`src/rtl/pbm_pkg.sv`:
```
`timescale 1ns/1ps
// Shared types for the parallel bus master.
// Assumes: nothing; holds only the phase encoding and mode codes.
package pbm_pkg;
    typedef enum logic [2:0] {
        PH_IDLE,
        PH_ALO,
        PH_AHI,
        PH_SETUP,
        PH_STROBE,
        PH_HOLD
    } phase_t;

    localparam logic [1:0] MUX_NONE  = 2'd0;
    localparam logic [1:0] MUX_LOW   = 2'd1;
    localparam logic [1:0] STEP_UP   = 2'd1;
    localparam logic [1:0] STEP_DOWN = 2'd2;
endpackage

```
`src/rtl/pbm_seq.sv`:
```
`timescale 1ns/1ps
// Access sequencer: steps through the latch cycles, then the setup, strobe
// and hold stages for each byte, counting down the programmed wait cycles.
// Assumes: the mode and wait inputs stay stable while busy.
module pbm_seq
    import pbm_pkg::*;
#(
    parameter int WAIT_W = 4
) (
    input  logic              clk,
    input  logic              rst_n,
    input  logic              start,
    input  logic              req_read,
    input  logic [1:0]        mux_mode,
    input  logic              wide,
    input  logic [WAIT_W-1:0] wait_setup,
    input  logic [WAIT_W-1:0] wait_strobe,
    input  logic [WAIT_W-1:0] wait_hold,
    output phase_t            phase,
    output logic              byte_hi,
    output logic              is_read,
    output logic              busy,
    output logic              done,
    output logic              acc_end,
    output logic              capture
);
    localparam logic [WAIT_W-1:0] ONE = WAIT_W'(1);

    logic [WAIT_W-1:0] cnt;
    logic              last;

    // Decode stage-end, access-end and read-capture conditions.
    assign last    = (cnt == '0);
    assign busy    = (phase != PH_IDLE);
    assign acc_end = (phase == PH_HOLD) && last && (!wide || byte_hi);
    assign capture = (phase == PH_STROBE) && last && is_read;

    // Phase register, wait counter and per-access flags.
    always_ff @(posedge clk) begin
        if (!rst_n) begin
            phase   <= PH_IDLE;
            cnt     <= '0;
            byte_hi <= 1'b0;
            is_read <= 1'b0;
            done    <= 1'b0;
        end else begin
            done <= acc_end;
            unique case (phase)
                PH_IDLE: begin
                    if (start) begin
                        is_read <= req_read;
                        byte_hi <= 1'b0;
                        if (mux_mode != MUX_NONE) begin
                            phase <= PH_ALO;
                            cnt   <= '0;
                        end else begin
                            phase <= PH_SETUP;
                            cnt   <= wait_setup;
                        end
                    end
                end
                PH_ALO: begin
                    if (mux_mode[1]) begin
                        phase <= PH_AHI;
                    end else begin
                        phase <= PH_SETUP;
                        cnt   <= wait_setup;
                    end
                end
                PH_AHI: begin
                    phase <= PH_SETUP;
                    cnt   <= wait_setup;
                end
                PH_SETUP: begin
                    if (last) begin
                        phase <= PH_STROBE;
                        cnt   <= wait_strobe;
                    end else begin
                        cnt <= cnt - ONE;
                    end
                end
                PH_STROBE: begin
                    if (last) begin
                        phase <= PH_HOLD;
                        cnt   <= wait_hold;
                    end else begin
                        cnt <= cnt - ONE;
                    end
                end
                PH_HOLD: begin
                    if (last) begin
                        if (wide && !byte_hi) begin
                            byte_hi <= 1'b1;
                            phase   <= PH_SETUP;
                            cnt     <= wait_setup;
                        end else begin
                            phase <= PH_IDLE;
                        end
                    end else begin
                        cnt <= cnt - ONE;
                    end
                end
                default: phase <= PH_IDLE;
            endcase
        end
    end

    AST_DONE_AFTER_HOLD: assert property (@(posedge clk) disable iff (!rst_n)
        done |-> (phase == PH_IDLE && $past(phase) == PH_HOLD));
    AST_HIGH_LATCH_FULL_ONLY: assert property (@(posedge clk) disable iff (!rst_n)
        (phase == PH_ALO) |=> ((phase == PH_AHI) == mux_mode[1]));
    AST_BUSY_KEEPS_GOING: assert property (@(posedge clk) disable iff (!rst_n)
        (busy && start && !acc_end) |=> busy);
endmodule

```
`src/rtl/pbm_addr.sv`:
```
`timescale 1ns/1ps
// Address pointer: loads on request, steps after each access, and turns
// the selected upper bits into chip selects while forcing them to 0.
// Assumes: load and step never coincide (load only when idle).
module pbm_addr
    import pbm_pkg::*;
#(
    parameter int ADDR_W = 16,
    parameter int NUM_CS = 2
) (
    input  logic              clk,
    input  logic              rst_n,
    input  logic              load,
    input  logic [ADDR_W-1:0] load_val,
    input  logic              step_en,
    input  logic [1:0]        step_mode,
    input  logic [NUM_CS-1:0] cs_en,
    input  logic              busy,
    output logic [ADDR_W-1:0] cur_addr,
    output logic [ADDR_W-1:0] drv_addr,
    output logic [NUM_CS-1:0] cs_act
);
    localparam int CS_BASE = ADDR_W - NUM_CS;
    localparam logic [ADDR_W-1:0] ONE = ADDR_W'(1);

    logic [ADDR_W-1:0] cs_mask;

    // Build the chip-select mask and active flags, one per select.
    for (genvar i = 0; i < NUM_CS; i++) begin : g_cs
        assign cs_mask[CS_BASE+i] = cs_en[i];
        assign cs_act[i]          = busy & cs_en[i] & cur_addr[CS_BASE+i];
    end
    if (CS_BASE > 0) begin : g_low
        assign cs_mask[CS_BASE-1:0] = '0;
    end

    // Clear address bits that serve as chip selects.
    assign drv_addr = cur_addr & ~cs_mask;

    // Address pointer: load, step up, step down or hold.
    always_ff @(posedge clk) begin
        if (!rst_n) begin
            cur_addr <= '0;
        end else if (load) begin
            cur_addr <= load_val;
        end else if (step_en) begin
            if (step_mode == STEP_UP)
                cur_addr <= cur_addr + ONE;
            else if (step_mode == STEP_DOWN)
                cur_addr <= cur_addr - ONE;
        end
    end

    AST_STEP_UP: assert property (@(posedge clk) disable iff (!rst_n)
        (step_en && !load && step_mode == STEP_UP) |=> (cur_addr == $past(cur_addr) + ONE));
    AST_STEP_DOWN: assert property (@(posedge clk) disable iff (!rst_n)
        (step_en && !load && step_mode == STEP_DOWN) |=> (cur_addr == $past(cur_addr) - ONE));
    AST_ADDR_HELD: assert property (@(posedge clk) disable iff (!rst_n)
        (!load && !step_en) |=> $stable(cur_addr));
endmodule

```
`src/rtl/pbm_pins.sv`:
```
`timescale 1ns/1ps
// Pin driver: turns the current phase into active flags per line, applies
// polarity, and selects what the data and address outputs carry.
// Assumes: address width is twice the data width.
module pbm_pins
    import pbm_pkg::*;
#(
    parameter int DATA_W = 8,
    parameter int NUM_CS = 2
) (
    input  phase_t              phase,
    input  logic                is_read,
    input  logic                byte_hi,
    input  logic                wide,
    input  logic                split,
    input  logic [1:0]          mux_mode,
    input  logic [2*DATA_W-1:0] drv_addr,
    input  logic [2*DATA_W-1:0] wdata,
    input  logic [NUM_CS-1:0]   cs_act,
    input  logic                pol_rd,
    input  logic                pol_wr,
    input  logic                pol_be,
    input  logic                pol_al,
    input  logic                pol_cs,
    output logic [DATA_W-1:0]   bus_dout,
    output logic                bus_oe,
    output logic [2*DATA_W-1:0] bus_addr,
    output logic                bus_rd_rw,
    output logic                bus_wr_en,
    output logic                bus_be,
    output logic                bus_all,
    output logic                bus_alh,
    output logic [NUM_CS-1:0]   bus_cs
);
    logic data_ph, strobe_ph, a_rd, a_wr, a_be;

    // Active flags per line, chosen by strobe style.
    always_comb begin
        data_ph   = (phase == PH_SETUP) || (phase == PH_STROBE) || (phase == PH_HOLD);
        strobe_ph = (phase == PH_STROBE);
        a_rd      = split ? (strobe_ph & is_read) : (data_ph & is_read);
        a_wr      = split ? (strobe_ph & ~is_read) : strobe_ph;
        a_be      = wide & byte_hi & data_ph;
    end

    // Polarity: a set bit means active-high.
    assign bus_rd_rw = ~(a_rd ^ pol_rd);
    assign bus_wr_en = ~(a_wr ^ pol_wr);
    assign bus_be    = ~(a_be ^ pol_be);
    assign bus_all   = ~((phase == PH_ALO) ^ pol_al);
    assign bus_alh   = ~((phase == PH_AHI) ^ pol_al);
    assign bus_cs    = ~(cs_act ^ {NUM_CS{pol_cs}});

    // Data bus source: address bytes in latch cycles, write bytes in data stages.
    always_comb begin
        bus_dout = '0;
        bus_oe   = 1'b0;
        if (phase == PH_ALO) begin
            bus_dout = drv_addr[DATA_W-1:0];
            bus_oe   = 1'b1;
        end else if (phase == PH_AHI) begin
            bus_dout = drv_addr[2*DATA_W-1:DATA_W];
            bus_oe   = 1'b1;
        end else if (data_ph && !is_read) begin
            bus_dout = byte_hi ? wdata[2*DATA_W-1:DATA_W] : wdata[DATA_W-1:0];
            bus_oe   = 1'b1;
        end
    end

    // Address outputs: bytes that travel on the data bus read as 0 here.
    always_comb begin
        if (mux_mode == MUX_NONE)
            bus_addr = drv_addr;
        else if (mux_mode == MUX_LOW)
            bus_addr = {drv_addr[2*DATA_W-1:DATA_W], {DATA_W{1'b0}}};
        else
            bus_addr = '0;
    end
endmodule

```
`src/rtl/par_bus_master.sv`:
```
`timescale 1ns/1ps
// Parallel bus master top: accepts a host request, latches the write bytes,
// runs the sequencer, and gathers read bytes into rd_data.
// Assumes: cfg_* inputs change only while busy is low.
module par_bus_master
    import pbm_pkg::*;
#(
    parameter int DATA_W = 8,
    parameter int WAIT_W = 4,
    parameter int NUM_CS = 2
) (
    input  logic                  clk,
    input  logic                  rst_n,
    input  logic                  start,
    input  logic                  req_read,
    input  logic                  req_load,
    input  logic [2*DATA_W-1:0]   req_addr,
    input  logic [2*DATA_W-1:0]   req_wdata,
    output logic                  busy,
    output logic                  done,
    output logic [2*DATA_W-1:0]   rd_data,
    input  logic                  cfg_split,
    input  logic                  cfg_wide,
    input  logic [1:0]            cfg_mux,
    input  logic [1:0]            cfg_step,
    input  logic [NUM_CS-1:0]     cfg_cs_en,
    input  logic [WAIT_W-1:0]     cfg_wait_setup,
    input  logic [WAIT_W-1:0]     cfg_wait_strobe,
    input  logic [WAIT_W-1:0]     cfg_wait_hold,
    input  logic                  cfg_pol_rd,
    input  logic                  cfg_pol_wr,
    input  logic                  cfg_pol_be,
    input  logic                  cfg_pol_al,
    input  logic                  cfg_pol_cs,
    input  logic [DATA_W-1:0]     bus_din,
    output logic [DATA_W-1:0]     bus_dout,
    output logic                  bus_oe,
    output logic [2*DATA_W-1:0]   bus_addr,
    output logic                  bus_rd_rw,
    output logic                  bus_wr_en,
    output logic                  bus_be,
    output logic                  bus_all,
    output logic                  bus_alh,
    output logic [NUM_CS-1:0]     bus_cs
);
    localparam int ADDR_W = 2 * DATA_W;

    phase_t              phase;
    logic                byte_hi, is_read, acc_end, capture, accept;
    logic [ADDR_W-1:0]   cur_addr, drv_addr;
    logic [NUM_CS-1:0]   cs_act;
    logic [2*DATA_W-1:0] wdata_q;

    assign accept = start & ~busy;

    pbm_seq #(.WAIT_W(WAIT_W)) u_seq (
        .clk(clk), .rst_n(rst_n), .start(start), .req_read(req_read),
        .mux_mode(cfg_mux), .wide(cfg_wide),
        .wait_setup(cfg_wait_setup), .wait_strobe(cfg_wait_strobe), .wait_hold(cfg_wait_hold),
        .phase(phase), .byte_hi(byte_hi), .is_read(is_read), .busy(busy),
        .done(done), .acc_end(acc_end), .capture(capture)
    );

    pbm_addr #(.ADDR_W(ADDR_W), .NUM_CS(NUM_CS)) u_addr (
        .clk(clk), .rst_n(rst_n), .load(accept & req_load), .load_val(req_addr),
        .step_en(acc_end), .step_mode(cfg_step), .cs_en(cfg_cs_en), .busy(busy),
        .cur_addr(cur_addr), .drv_addr(drv_addr), .cs_act(cs_act)
    );

    pbm_pins #(.DATA_W(DATA_W), .NUM_CS(NUM_CS)) u_pins (
        .phase(phase), .is_read(is_read), .byte_hi(byte_hi), .wide(cfg_wide),
        .split(cfg_split), .mux_mode(cfg_mux), .drv_addr(drv_addr), .wdata(wdata_q),
        .cs_act(cs_act), .pol_rd(cfg_pol_rd), .pol_wr(cfg_pol_wr), .pol_be(cfg_pol_be),
        .pol_al(cfg_pol_al), .pol_cs(cfg_pol_cs),
        .bus_dout(bus_dout), .bus_oe(bus_oe), .bus_addr(bus_addr),
        .bus_rd_rw(bus_rd_rw), .bus_wr_en(bus_wr_en), .bus_be(bus_be),
        .bus_all(bus_all), .bus_alh(bus_alh), .bus_cs(bus_cs)
    );

    // Latch write bytes when a request is accepted.
    always_ff @(posedge clk) begin
        if (!rst_n)
            wdata_q <= '0;
        else if (accept)
            wdata_q <= req_wdata;
    end

    // Clear read data at acceptance; store each byte at the end of its strobe.
    always_ff @(posedge clk) begin
        if (!rst_n)
            rd_data <= '0;
        else if (accept)
            rd_data <= '0;
        else if (capture) begin
            if (byte_hi)
                rd_data[2*DATA_W-1:DATA_W] <= bus_din;
            else
                rd_data[DATA_W-1:0] <= bus_din;
        end
    end

    AST_RDATA_HOLD: assert property (@(posedge clk) disable iff (!rst_n)
        (!busy && !start) |=> $stable(rd_data));
    AST_DONE_SINGLE: assert property (@(posedge clk) disable iff (!rst_n)
        done |=> !done);
endmodule

```
`config.mk`:
```
export PLATFORM = sky130hd
export DESIGN_NAME = par_bus_master
export DESIGN_NICKNAME = d
export VERILOG_FILES = /design/src/rtl/pbm_pkg.sv /design/src/rtl/pbm_seq.sv /design/src/rtl/pbm_addr.sv /design/src/rtl/pbm_pins.sv /design/src/rtl/par_bus_master.sv
export SDC_FILE = /design/constraint.sdc
export NUM_CORES = 1
export LEC_CHECK = 0
export ABC_AREA = 1
export CAP_MARGIN = 25
export CORE_MARGIN = 2
export CORE_UTILIZATION = 48
export CTS_BUF_LIST = sky130_fd_sc_hd__clkbuf_16
export CTS_CLUSTER_DIAMETER = 80
export DETAILED_ROUTE_END_ITERATION = 8
export PLACE_DENSITY = 0.87
export SYNTH_ARGS = -nofsm -noshare
export SYNTH_HDL_FRONTEND = slang
export SYNTH_SLANG_ARGS = --single-unit
export TNS_END_PERCENT = 5
```
`constraint.sdc`:
```
create_clock -name clk -period 2.6 [get_ports clk]
set_input_delay 0.52 -clock clk [delete_from_list [all_inputs] [get_ports clk]]
set_output_delay 0.52 -clock clk [all_outputs]
set_load 0.02 [all_outputs]
```
== After elaboration in Yosys (flattened, before gate mapping) ==
Cells that the tools add are included.

* Word-level logic and storage cells: 120
* RAM bits: 0
* Register bits after elaboration: 58
* Bits in latches: 0
* Memories: 0
* Bits in read-only memories: 0
* Input bits: 70
* Output and inout bits: 50

* Mux-type cells: 35
* Multipliers: 0
* Divide/modulo/power cells: 0
* Order comparisons: 0
* Reduce and logical (&&, ||, !) cells: 29
* Add/subtract/negate cells: 3
* Shift operators: 0
* Bitwise gates (word level): 29
* Eq/ne operators: 15

{| class="wikitable"
|+ Operators by type and width
! cell !! number
|-
| $mux 16 || 6
|-
| $mux 8 || 4
|-
| $mux 4 || 7
|-
| $pmux 4 s6 || 1
|-
| $pmux 3 s6 || 1
|-
| $add 16x1->16 const B || 1
|-
| $and 16x16->16 || 1
|-
| $not 16->16 || 1
|-
| $sub 16x1->16 const B || 1
|-
| $mux 3 || 4
|-
| $ne 2x2->1 const B || 6
|-
| $reduce_and 4->1 || 3
|-
| $and 1x1->1 || 11
|-
| $mux 1 || 9
|-
| $not 1->1 || 9
|-
| $reduce_and 2->1 || 4
|-
| $eq 3x2->1 const B || 2
|-
| $eq 3x3->1 const B || 2
|-
| $logic_and 1x1->1 || 6
|-
| $reduce_bool 2->1 || 3
|-
| $reduce_bool 3->1 || 2
|-
| $reduce_bool 6->1 || 1
|-
| $xor 1x1->1 || 5
|-
| $eq 2x1->1 const B || 2
|-
| other kinds (14) || 19
|}

== Depth between registers and ports, before layout ==
* Depth in word-level cells: 7
* Depth in mapped cells: 14

== Cells and area by module ==
From an unflattened synthesis, not the netlist that was laid out.

* Cell total of the unflattened synthesis: 721
* Area, all modules: 4674.5 um^2

{| class="wikitable"
|+ Modules (own cells, without submodules)
! module !! cells an instance !! area an instance (um^2) !! times used
|-
| pbm_addr || 285 || 1810.5 || 1
|-
| par_bus_master || 163 || 1310.0 || 1
|-
| pbm_seq || 143 || 907.1 || 1
|-
| pbm_pins || 130 || 646.9 || 1
|}

== Least setup slack after synthesis ==
OpenSTA, ideal clock, no wires.

* Path type: input-to-reg
* Start: input cfg_step[1]
* End: register u_addr.cur_addr[13]
* Data arrival time: 2.217 ns
* Required time: 2.469 ns
* Library setup time: 0.131 ns
* Stages on the path: 13
* Buffers on the path: 0
* Setup slack: 0.252 ns
* Cells stage by stage: inv_1 -> ha_1 -> inv_1 -> ha_1 -> or2_2 -> nand3b_1 -> nand2_1 -> nand2_1 -> nand2_1 -> nand2_1 -> nand3_1 -> nand2_1 -> a21oi_2

* Cells in the longest elaborated chain, start to end: 4

{| class="wikitable"
|+ RTL lines
! item !! line !! source
|-
| start: declaration || par_bus_master.sv:25 || <nowiki>input logic [1:0] cfg_step,</nowiki>
|-
| $eq 2x1->1 || pbm_addr.sv:47 || <nowiki>if (step_mode == STEP_UP)</nowiki>
|-
| $mux 16 || pbm_addr.sv:47 ||
|-
| $mux 16 || pbm_addr.sv:46 || <nowiki>end else if (step_en) begin</nowiki>
|-
| $mux 16 || pbm_addr.sv:44 || <nowiki>end else if (load) begin</nowiki>
|-
| end signal: assignment || pbm_addr.sv:45 || <nowiki>cur_addr <= load_val;</nowiki>
|-
| end signal: assignment || pbm_addr.sv:48 || <nowiki>cur_addr <= cur_addr + ONE;</nowiki>
|-
| end signal: assignment || pbm_addr.sv:50 || <nowiki>cur_addr <= cur_addr - ONE;</nowiki>
|-
| end: declaration || pbm_addr.sv:19 || <nowiki>output logic [ADDR_W-1:0] cur_addr,</nowiki>
|}

Parallel ways exist; a longest one is shown, timed or not. The select of a mux whose other input is x is not followed.
A chain may end at the register's enable or synchronous reset.

== Worst setup path after layout ==
* Start: register u_seq.phase[2]
* End: output bus_alh

* Cells in the longest elaborated chain, start to end: 3

{| class="wikitable"
|+ RTL lines
! item !! line !! source
|-
| start: declaration || pbm_seq.sv:19 || <nowiki>output phase_t phase,</nowiki>
|-
| start signal: assignment || pbm_seq.sv:41 || <nowiki>phase <= PH_IDLE;</nowiki>
|-
| start signal: assignment || pbm_seq.sv:54 || <nowiki>phase <= PH_ALO;</nowiki>
|-
| start signal: assignment || pbm_seq.sv:57 || <nowiki>phase <= PH_SETUP;</nowiki>
|-
| $eq 3x2->1 || pbm_pins.sv:51 || <nowiki>assign bus_alh = ~((phase == PH_AHI) ^ pol_al);</nowiki>
|-
| $xor 1x1->1 || pbm_pins.sv:51 ||
|-
| $not 1->1 || pbm_pins.sv:51 ||
|-
| end: declaration || par_bus_master.sv:43 || <nowiki>output logic bus_alh,</nowiki>
|}

No other way between the ends.

==> results.py <==
metrics = {
    "worst_setup_path": {
        "path_cells": "inv_1, buf_4, nand3_2, xor2_1, clkdlybuf4s50_1",
        "slowest_delay_ns": 0.64,
        "crit_arrival_ns": 1.98,
        "cp-start-kind": "register",
        "cp_max_fo": 10,
        "rrSetupSlack_ns": 0.71,
        "crit_slowest_cell": "clkdlybuf4s50_1",
        "crit_type": "reg -> out",
        "r2r-end": "u_addr.cur_addr[12]",
        "r2r_start": "u_addr.cur_addr[0]",
        "endpoint_kind": "output pin",
        "crit_required_ns": 2.08,
        "rr_worst_depth": 11,
    },
    "grt": {
        "grt_remaining_overflow": 0,
        "grt_pass1_vias": 4531,
        "track_usage_pct": 28.7,
        "antenna_found_initial": 0,
        "grt_max_degree": 23,
        "grt_pass1_wl_um": 20200,
    },
    "floorplanning": {
        "chipWidth_um": 94.6,
        "initial_core_util_pct": 48.7,
        "die_y_um": 94.6,
        "rows": 33,
        "fp.coreArea_um2": 8090,
        "ioPinCount": 120,
        "dieArea_um2": 8960,
    },
    "yosys": {
        "syn_inst": 630,
        "ys_async_sr_fraction_pct": 0,
        "yosys_warnings": 0,
        "avgSynthCellArea_um2": 6.26,
        "synth.ff_latch_count": 58,
        "synthFlopType": "dfxtp_1",
        "synthTopCellsByCount": "nand2_1 (143), inv_1 (95), nor2_1 (86)",
        "synth_area_um2": 3940,
        "yosysTopAreaCell": "dfxtp_1",
        "yosysTopAreaCellShare_pct": 29.4,
        "synth_nets": 720,
        "synth_area_leaders": "dfxtp_1 (29%), nand2_1 (14%), inv_1 (9.0%)",
        "synth_seq_area_share_pct": 29.4,
        "synth-edff-count": 0,
        "yosysMostFrequentCell": "nand2_1",
        "synth.distinct_cells": 33,
    },
    "sta": {
        "setup_tns_ns": 0,
        "holdWs_ns": 0.451,
        "hold_viol": 0,
        "slew_violations": 0,
        "slew_headroom_pct": 71.0,
        "skew_ns": 0.00554,
        "min_period_ns": 2.50,
        "worst_pin_slew_ns": 0.433,
        "setup_viol": 0,
        "post-route-period-util_pct": 96.2,
        "fmax_mhz": 400,
    },
    "drt": {
        "first_iter_violations": 286,
        "met1Wirelength_um": 5090,
        "vias": 4676,
        "drt_pass1_iterations": 6,
        "routed-wl-met3_um": 814,
        "dr_wl_met2_um": 6260,
        "wl_um": 12800,
        "drt-vias-per-instance": 5.27,
        "drc": 0,
        "maxUsedRoutingLayer": "met4",
        "wl_per_cell_um": 14.4,
        "final_antenna_net_count": 0,
    },
    "placement": {
        "gp_congestion": 0.933,
        "dp_hpwl_um": 9820,
        "io_buffers": 119,
    },
    "cts": {
        "cts.sink_count": 58,
        "clk_latency_ns": 0.33,
        "clkTransAtPathRegs_ns": 0.05,
        "clock_path_buffers": 2,
        "cts_tree": "built",
        "cts_root_buf": "clkbuf_16",
        "cts_buffers": 9,
        "cts_setup_buffers": 0,
        "h-tree-depth": 3,
    },
    "min_path": {
        "hold_end": "wdata_q[4]",
        "worst_hold_path_type": "reg -> reg",
        "hold_depth": 2,
        "min_from": "wdata_q[4]",
    },
    "cells_and_area": {
        "diodes": 0,
        "finalNetCount": 867,
        "post-route-util_pct": 71.3,
        "layout-drive-gt1-share_pct": 9.21,
        "area_growth_syn_to_layout_pct": 46.4,
    },
    "status": {
        "status": "finished, final reports clean",
    },
    "pwr": {
        "ir_drop_mv": 0.368,
        "p_int_uw": 2960,
        "p_leak_uw": 0.00274,
        "combPwrFrac_pct": 51.4,
        "clkPwrFrac_pct": 25.0,
        "switchingPower_uw": 2240,
        "cellPowerDensity_nw_per_um2": 900,
        "seqPwrFrac_pct": 23.6,
        "p_sw_share_pct": 43.1,
    },
    "flow_run": {
        "drv_cap": 0,
    },
}
-- registers in the layout, summed over array words and instances, names as in the netlist --
name	cells
wdata_q	16
u_seq.cnt	4
rd_data	16
u_addr.cur_addr	16
u_seq.done	1
u_seq.phase	3
u_seq.byte_hi	1
u_seq.is_read	1
-- cells in the final DEF, fill, tap and decap left out, types with 4 or more instances in the layout --
cell type,count
o21ai_0,68
nand2_1,143
xor2_1,14
nor2_2,7
inv_2,4
dfxtp_1,58
dlygate4sd2_1,15
clkdlybuf4s50_1,98
buf_4,30
ha_1,18
o211ai_1,15
a21oi_1,46
clkbuf_16,9
nand3_1,35
dlymetal6s2s_1,4
inv_1,94
nor2_1,86
-- how the worst max path moves through the flow --
| stage | from | to | slack [ns] |
|---|---|---|---|
| 2_1_floorplan | cfg_step[1] | u_addr.cur_addr[13] | 0.25 |
| 6_report | u_seq.phase[2] | bus_alh | 0.1 |
| 3_3_place_gp | cfg_mux[1] | bus_addr[1] | -0.01 |
| 4_1_cts | u_seq.phase[1] | bus_rd_rw | 0.02 |
| 3_5_place_dp | cfg_step[0] | u_addr.cur_addr[12] | -0.07 |
| 5_1_grt | cfg_step[0] | u_addr.cur_addr[12] | -0.04 |
-- routing by layer --
metal,vias to the layer above,global-route usage (%)
li1,2299,-
met3,51,6.38
met5,-,0
met1,2112,31.3
met4,0,14.1
met2,214,52.0
-- cells by family after synthesis --
logic type,synth area share (%)
AO/OA/AOI/OAI,18.3
AND/OR/NAND/NOR,30.7
flip-flops,29.4
adder cells (fa/ha/maj),6.54
XOR/XNOR,3.78
buffers and inverters,11.3
-- power groups by stage --
stage | registers, uW | logic (uW) | clock network [uW]
2_1_floorplan | 1200 | 1730 | 0
3_3_place_gp | 1220 | 2560 | 0
3_5_place_dp | 1230 | 2630 | 0
4_1_cts | 1220 | 2630 | 1310
5_1_grt | 1240 | 2960 | 1350
6_report | 1220 | 2670 | 1300
-- metrics by stage --
step	instance area, um^2	cells	total power, uW	worst slack [ns]
floorplan	3940	630	2930	0.252
global placement	5450	871	3780	-0.0131
detailed placement	5450	871	3860	-0.0737
CTS	5760	887	5160	0.0201
global route	5770	887	5550	-0.0403
finish	5770	887	5190	0.0979
-- timing repair --
item | CTS | global route
gates resized for setup | 20 | 9
endpoints found under the setup margin | 18 | 7
pin swaps | 0 | 0
hold buffers | 0 | 0
-- cell type report --
class / count / area (um^2)
fill: 668 / 2320
timing repair buffer: 150 / 1420
inverter: 100 / 378
tap: 105 / 131
clock inverter: 7 / 103
sequential: 58 / 1160
clock buffer: 9 / 225
multi-input combinational: 458 / 2360
-- worst max-delay path: cells and delay by family, from the launching register on --
family        cells  cell delay [ns]
simple gates      1             0.18
flops             1             0.38
xor+xnor          1             0.22
buf+inv           3             0.88
Power figures use the tool's default switching activity.
